==> config.mk <==
export PLATFORM = sky130hd
export DESIGN_NAME = svc_watchdog
export DESIGN_NICKNAME = d
export VERILOG_FILES = /design/src/rtl/wdg_pkg.sv /design/src/rtl/wdg_tick_gen.sv /design/src/rtl/wdg_regfile.sv /design/src/rtl/wdg_down_cnt.sv /design/src/rtl/svc_watchdog.sv
export SDC_FILE = /design/constraint.sdc
export NUM_CORES = 1
export LEC_CHECK = 0
export CAP_MARGIN = 10
export CORE_ASPECT_RATIO = 0.8
export CORE_MARGIN = 10
export CORE_UTILIZATION = 30
export DETAILED_ROUTE_END_ITERATION = 8
export PLACE_DENSITY = 0.56
export SLEW_MARGIN = 20
export SYNTH_ARGS = -nofsm -noshare
export SYNTH_HDL_FRONTEND = slang
export SYNTH_SLANG_ARGS = --single-unit
==> constraint.sdc <==
create_clock -name clk -period 2.6 [get_ports clk]
set_input_delay 0.39 -clock clk [delete_from_list [all_inputs] [get_ports clk]]
set_output_delay 0.39 -clock clk [all_outputs]
set_load 0.02 [all_outputs]
==> src/rtl/wdg_pkg.sv <==
package wdg_pkg;
   localparam int unsigned REG_W      = 16;
   localparam logic [7:0]  OFS_TMO    = 8'h10;
   localparam logic [7:0]  OFS_TRIG   = 8'h14;
   localparam logic [15:0] TRIG_INIT  = 16'h5555;
   localparam logic [15:0] TMO_INIT   = 16'h7FFF;

   typedef struct packed {
      logic        run;
      logic [14:0] cnt;
   } tmo_reg_t;
endpackage

==> src/rtl/wdg_tick_gen.sv <==
module wdg_tick_gen #(
   parameter int unsigned DIV = 100000
) (
   input  logic clk,
   input  logic rst_n,
   output logic tick
);
   generate
      if (DIV <= 1) begin : g_pass
         assign tick = 1'b1;
      end else begin : g_div
         localparam int unsigned PW = $clog2(DIV);
         localparam logic [PW-1:0] LAST = PW'(DIV - 1);
         logic [PW-1:0] phase_q;

         always_ff @(posedge clk or negedge rst_n) begin
            if (!rst_n)
               phase_q <= '0;
            else if (phase_q == LAST)
               phase_q <= '0;
            else
               phase_q <= phase_q + 1'b1;
         end

         assign tick = (phase_q == LAST);
      end
   endgenerate
endmodule

==> src/rtl/wdg_regfile.sv <==
module wdg_regfile
   import wdg_pkg::*;
#(
   parameter int unsigned ADDR_W = 8,
   parameter int unsigned CNT_W  = 15
) (
   input  logic              clk,
   input  logic              rst_n,
   input  logic              wr_en,
   input  logic [ADDR_W-1:0] wr_addr,
   input  logic [REG_W-1:0]  wr_data,
   input  logic [ADDR_W-1:0] rd_addr,
   output logic [REG_W-1:0]  rd_data,
   output logic              en,
   output logic [CNT_W-1:0]  tmo_cnt,
   output logic [REG_W-1:0]  trig,
   output logic              reload,
   output logic [CNT_W-1:0]  load_val
);
   localparam logic [ADDR_W-1:0] A_TMO  = ADDR_W'(OFS_TMO);
   localparam logic [ADDR_W-1:0] A_TRIG = ADDR_W'(OFS_TRIG);

   tmo_reg_t        tmo_q;
   logic [REG_W-1:0] trig_q;
   logic            hit_tmo, hit_trig, kick;
   logic [CNT_W-1:0] wr_cnt;

   assign hit_tmo  = wr_en && (wr_addr == A_TMO);
   assign hit_trig = wr_en && (wr_addr == A_TRIG);
   assign kick     = hit_trig && (wr_data == ~trig_q);
   assign wr_cnt   = (wr_data[CNT_W-1:0] == '0) ? CNT_W'(1) : wr_data[CNT_W-1:0];

   always_ff @(posedge clk or negedge rst_n) begin
      if (!rst_n) begin
         tmo_q  <= tmo_reg_t'(TMO_INIT);
         trig_q <= TRIG_INIT;
      end else begin
         if (hit_tmo) begin
            tmo_q.run <= wr_data[REG_W-1];
            tmo_q.cnt <= wr_cnt;
         end
         if (kick)
            trig_q <= wr_data;
      end
   end

   assign reload   = hit_tmo || kick;
   assign load_val = hit_tmo ? wr_cnt : tmo_q.cnt;
   assign en       = tmo_q.run;
   assign tmo_cnt  = tmo_q.cnt;
   assign trig     = trig_q;

   always_comb begin
      if (rd_addr == A_TMO)
         rd_data = tmo_q;
      else if (rd_addr == A_TRIG)
         rd_data = trig_q;
      else
         rd_data = '0;
   end
endmodule

==> src/rtl/wdg_down_cnt.sv <==
module wdg_down_cnt #(
   parameter int unsigned CNT_W = 15
) (
   input  logic             clk,
   input  logic             rst_n,
   input  logic             tick,
   input  logic             en,
   input  logic             reload,
   input  logic [CNT_W-1:0] load_val,
   output logic [CNT_W-1:0] cnt,
   output logic             expired
);
   logic [CNT_W-1:0] cnt_q;
   logic             exp_q;
   logic             at_zero;

   assign at_zero = (cnt_q == '0);

   always_ff @(posedge clk or negedge rst_n) begin
      if (!rst_n) begin
         cnt_q <= '1;
         exp_q <= 1'b0;
      end else begin
         if (reload)
            cnt_q <= load_val;
         else if (en && tick && !at_zero)
            cnt_q <= cnt_q - 1'b1;
         if (en && at_zero && !reload)
            exp_q <= 1'b1;
      end
   end

   assign cnt     = cnt_q;
   assign expired = exp_q;
endmodule

==> src/rtl/svc_watchdog.sv <==
module svc_watchdog
   import wdg_pkg::*;
#(
   parameter int unsigned CLK_HZ  = 50000000,
   parameter int unsigned TICK_HZ = 500,
   parameter int unsigned ADDR_W  = 8
) (
   input  logic              clk,
   input  logic              rst_n,
   input  logic              wr_en,
   input  logic [ADDR_W-1:0] wr_addr,
   input  logic [15:0]       wr_data,
   input  logic [ADDR_W-1:0] rd_addr,
   output logic [15:0]       rd_data,
   output logic              wdg_rst
);
   localparam int unsigned CNT_W = REG_W - 1;
   localparam int unsigned DIV   = CLK_HZ / TICK_HZ;

   generate
      if (TICK_HZ == 0 || CLK_HZ < TICK_HZ) begin : g_bad_rate
         $error("svc_watchdog: CLK_HZ must be at least TICK_HZ and TICK_HZ nonzero");
      end
      if (ADDR_W < 5) begin : g_bad_addr
         $error("svc_watchdog: ADDR_W too narrow for the register offsets");
      end
   endgenerate

   logic             tick, en, reload;
   logic [CNT_W-1:0] tmo_cnt, load_val, cnt;
   logic [15:0]      trig;

   wdg_tick_gen #(.DIV(DIV)) u_tick (
      .clk(clk), .rst_n(rst_n), .tick(tick)
   );

   wdg_regfile #(.ADDR_W(ADDR_W), .CNT_W(CNT_W)) u_regs (
      .clk(clk), .rst_n(rst_n), .wr_en(wr_en), .wr_addr(wr_addr),
      .wr_data(wr_data), .rd_addr(rd_addr), .rd_data(rd_data),
      .en(en), .tmo_cnt(tmo_cnt), .trig(trig), .reload(reload),
      .load_val(load_val)
   );

   wdg_down_cnt #(.CNT_W(CNT_W)) u_cnt (
      .clk(clk), .rst_n(rst_n), .tick(tick), .en(en), .reload(reload),
      .load_val(load_val), .cnt(cnt), .expired(wdg_rst)
   );
endmodule

==> reports/results.txt <==
status -> completed
estimated wirelength of the detail-placed design -> 6471 um
Power Density -> 529.7 mW/mm2
Worst Tran Pin Value -> 0.7295 ns
num rows -> 35
final total power -> 2468 uW
io pins -> 52
CP cell instances -> clkdlybuf4s50_1, nor4_1, nand3_1, buf_4, nor2_1, clkdlybuf4s50_1
Die Y -> 116.6 um
area delta synth->final -> 33.24%
VDD IR-drop max -> 0.3402 mV
vias -> 2521
placed insts -> 509
Port Buffer Count -> 51
Crit Path Max Fanout -> 3
multi-input logic area -> 0.001745 mm2
CP Data Arrival Time -> 2.10 ns
post-synth top area share -> 0.2855
clock root buffer -> clkbuf_16
Avg Synthesized Cell Area -> 11.47 um2
GRT Total Usage -> 0.1111
register area -> 0.001674 mm2
ys flop type -> dfstp_2
Leakage -> 0.002221 uW
RSZ-0062 raised after global routing -> no
Final WS setup -> 0.1125 ns
Clock Sinks -> 65
clk_lat worst skew -> 0.33 ns
Initial Utilization -> 0.3048
gr ovfl total -> 0
H-tree depth -> 3
Yosys top cell by area -> dfstp_2
critical path startpoint category -> input pin
sequential fraction of the synthesis area -> 0.4787
DRC Markers -> 0
CTS tree -> built
synthesized area -> 0.003497 mm2
skew final -> 0.009133 ns
share of layout cells above drive strength 1 -> 0.3289
mean routed wirelength per cell -> 16.55 um
maximum number of pins on one net before global-route repair -> 37
fmax -> 402.0 MHz
crit path from -> rd_addr[6]
Finished Layout Cells -> 525
Finish-stage setup viols -> 0
final RePlAce weighted congestion -> 0.7732
Worst Hold Class -> input pin to asynchronous set/reset pin
drt first-iter violations -> 133
total negative slack -> 0 ns
ANT cells -> 0
nets@finish -> 409
Post-Synthesis Cells -> 305
headroom to the max-slew limit -> 0.5137
Core ar. -> 0.01147 mm2
shortest period the worst path allows -> 2.488 ns
count leader, synth -> mux2_2
Layout Utilization -> 0.4061
antenna-violating nets left -> 0
global-route wire length before repair -> 14510 um
nature of the critical path endpoint -> output port
Seq cells post-synth -> 65
DR pass1 iterations -> 4
number of buffers created by CTS -> 9
Top Family by Delay on Critical Path -> buffers and inverters
Pins Over Slew Limit -> 0
Critical R2R Launch -> u_cnt.cnt[0]
ys async rst share -> 1.000
fill count -> 1120
Unique masters post-synth -> 38
CP peak stage delay -> 0.62 ns
Max Buffers Root-to-Sink -> 2
Setup Fix Bufs, Post-CTS -> 0
number of vias per cell -> 4.802
synth warn -> 0
dpl ws -> 0.01798 ns
CP dominant cell by count -> clkdlybuf4s50_1
final hold vios -> 0
period utilization -> 0.9567
clk slew on worst S/H paths -> 0.06 ns
Synth top cells by count -> 40 x mux2_2, 38 x dfstp_2, 33 x nor2_1
Synth area leaders -> dfstp_2 29%, dfrtp_1 19%, mux2_2 13%, mux2i_1 5.7%, xor2_1 5.5%
initial antenna violation count -> 0
die width -> 140.7 um
Die ar. -> 0.01640 mm2
final wirelength -> 8690 um
crit path buf inv count -> 3
vias in the first global route -> 2682
Synthesized Nets -> 342
kind of critical path -> input pin to output port
CP required -> 2.21 ns
critical-path cell with the highest stage delay -> clkdlybuf4s50_1
max-cap viol count -> 0
Post-synth EDFFs -> 0
-- path summary, 6_finish.rpt --
path,to,slack (ns),depth (start not counted)
max,rd_data[4],0.11,6
min,u_tick.g_div.phase_q[13],0.11,1
max reg2reg,u_cnt.cnt[9],0.22,8
min reg2reg,u_tick.g_div.phase_q[0],0.47,1
max in group asynchronous,u_regs.tmo_cnt[13],1.78,2
min in group clk,u_tick.g_div.phase_q[0],0.47,1
-- final cells by class --
type | instances | area share
clock inverter | 6 | 0.01423
timing repair buffer | 67 | 0.1552
sequential | 65 | 0.3593
clock buffer | 10 | 0.05129
inverter | 7 | 0.005639
multi-input combinational | 222 | 0.3746
tap | 148 | 0.03974
-- logic make-up after synthesis --
group | share of synthesized area
AO/OA/AOI/OAI | 0.02647
XOR/XNOR | 0.1052
AND/OR/NAND/NOR | 0.1696
buffers and inverters | 0.02361
adder cells (fa/ha/maj) | 0.007154
flip-flops | 0.4787
multiplexers | 0.1893
-- worst reg2reg max path, delay by kind of cell, from the launching register on --
| kind | cells | cell delay (ns) |
|---|---|---|
| AO/OA/AOI/OAI | 4 | 0.94 |
| buffers and inverters | 2 | 0.26 |
| adder cells (fa/ha/maj) | 1 | 0.24 |
| AND/OR/NAND/NOR | 1 | 0.47 |
| flip-flops | 1 | 0.38 |
-- flip-flops by register name (all words and copies together), names as in the netlist --
name and count:
u_tick.g_div.phase_q 17, u_cnt.cnt 15, u_regs.trig 16, u_cnt.expired 1, u_regs.tmo_cnt 15, u_regs.en 1
-- through the flow --
step / hold WS [ns] / cell area, um2
after floorplan: 0.09441 / 3497
after global placement: 0.4649 / 4319
after detailed placement: 0.4640 / 4319
after CTS: 0.1420 / 4624
after global routing: 0.1694 / 4659
final: 0.1146 / 4659
-- repair_timing --
item                                    CTS  global route
endpoints found under the setup margin    0            14
gates resized for setup                   0            14
hold endpoints to repair                  0             0
hold buffers                              0             0
-- where the power goes --
| part | switching [uW] | internal [uW] |
|---|---|---|
| clock network | 456 | 771 |
| logic | 94.4 | 92.1 |
| registers | 11.0 | 1040 |
| total | 561 | 1910 |
-- routing by layer --
metal	vias to the layer above	global-route usage	routed length [um]
li1	1222	-	-
met1	1239	0.1463	4306
met2	55	0.1700	3883
met3	5	0.03860	410
met4	0	0.02885	89
met5	-	0	0
-- placed cells by master (no fill, tap or decap), types with 3 or more instances in the layout --
| master | instances |
|---|---|
| inv_1 | 7 |
| dfrtp_1 | 27 |
| or4_1 | 3 |
| nand2_1 | 6 |
| xor2_1 | 22 |
| nor2_1 | 33 |
| clkdlybuf4s50_1 | 36 |
| nand3_1 | 13 |
| dfstp_2 | 38 |
| nand3_2 | 8 |
| dlymetal6s2s_1 | 14 |
| buf_12 | 5 |
| mux2i_1 | 20 |
| mux2_2 | 40 |
| o21ai_0 | 3 |
| a21oi_1 | 3 |
| clkbuf_16 | 9 |
| or3_1 | 3 |
| xnor2_1 | 20 |
| nor3_1 | 7 |
| nor4_1 | 11 |
| buf_4 | 11 |
| nand4_1 | 8 |
Power figures use the tool's default switching activity.
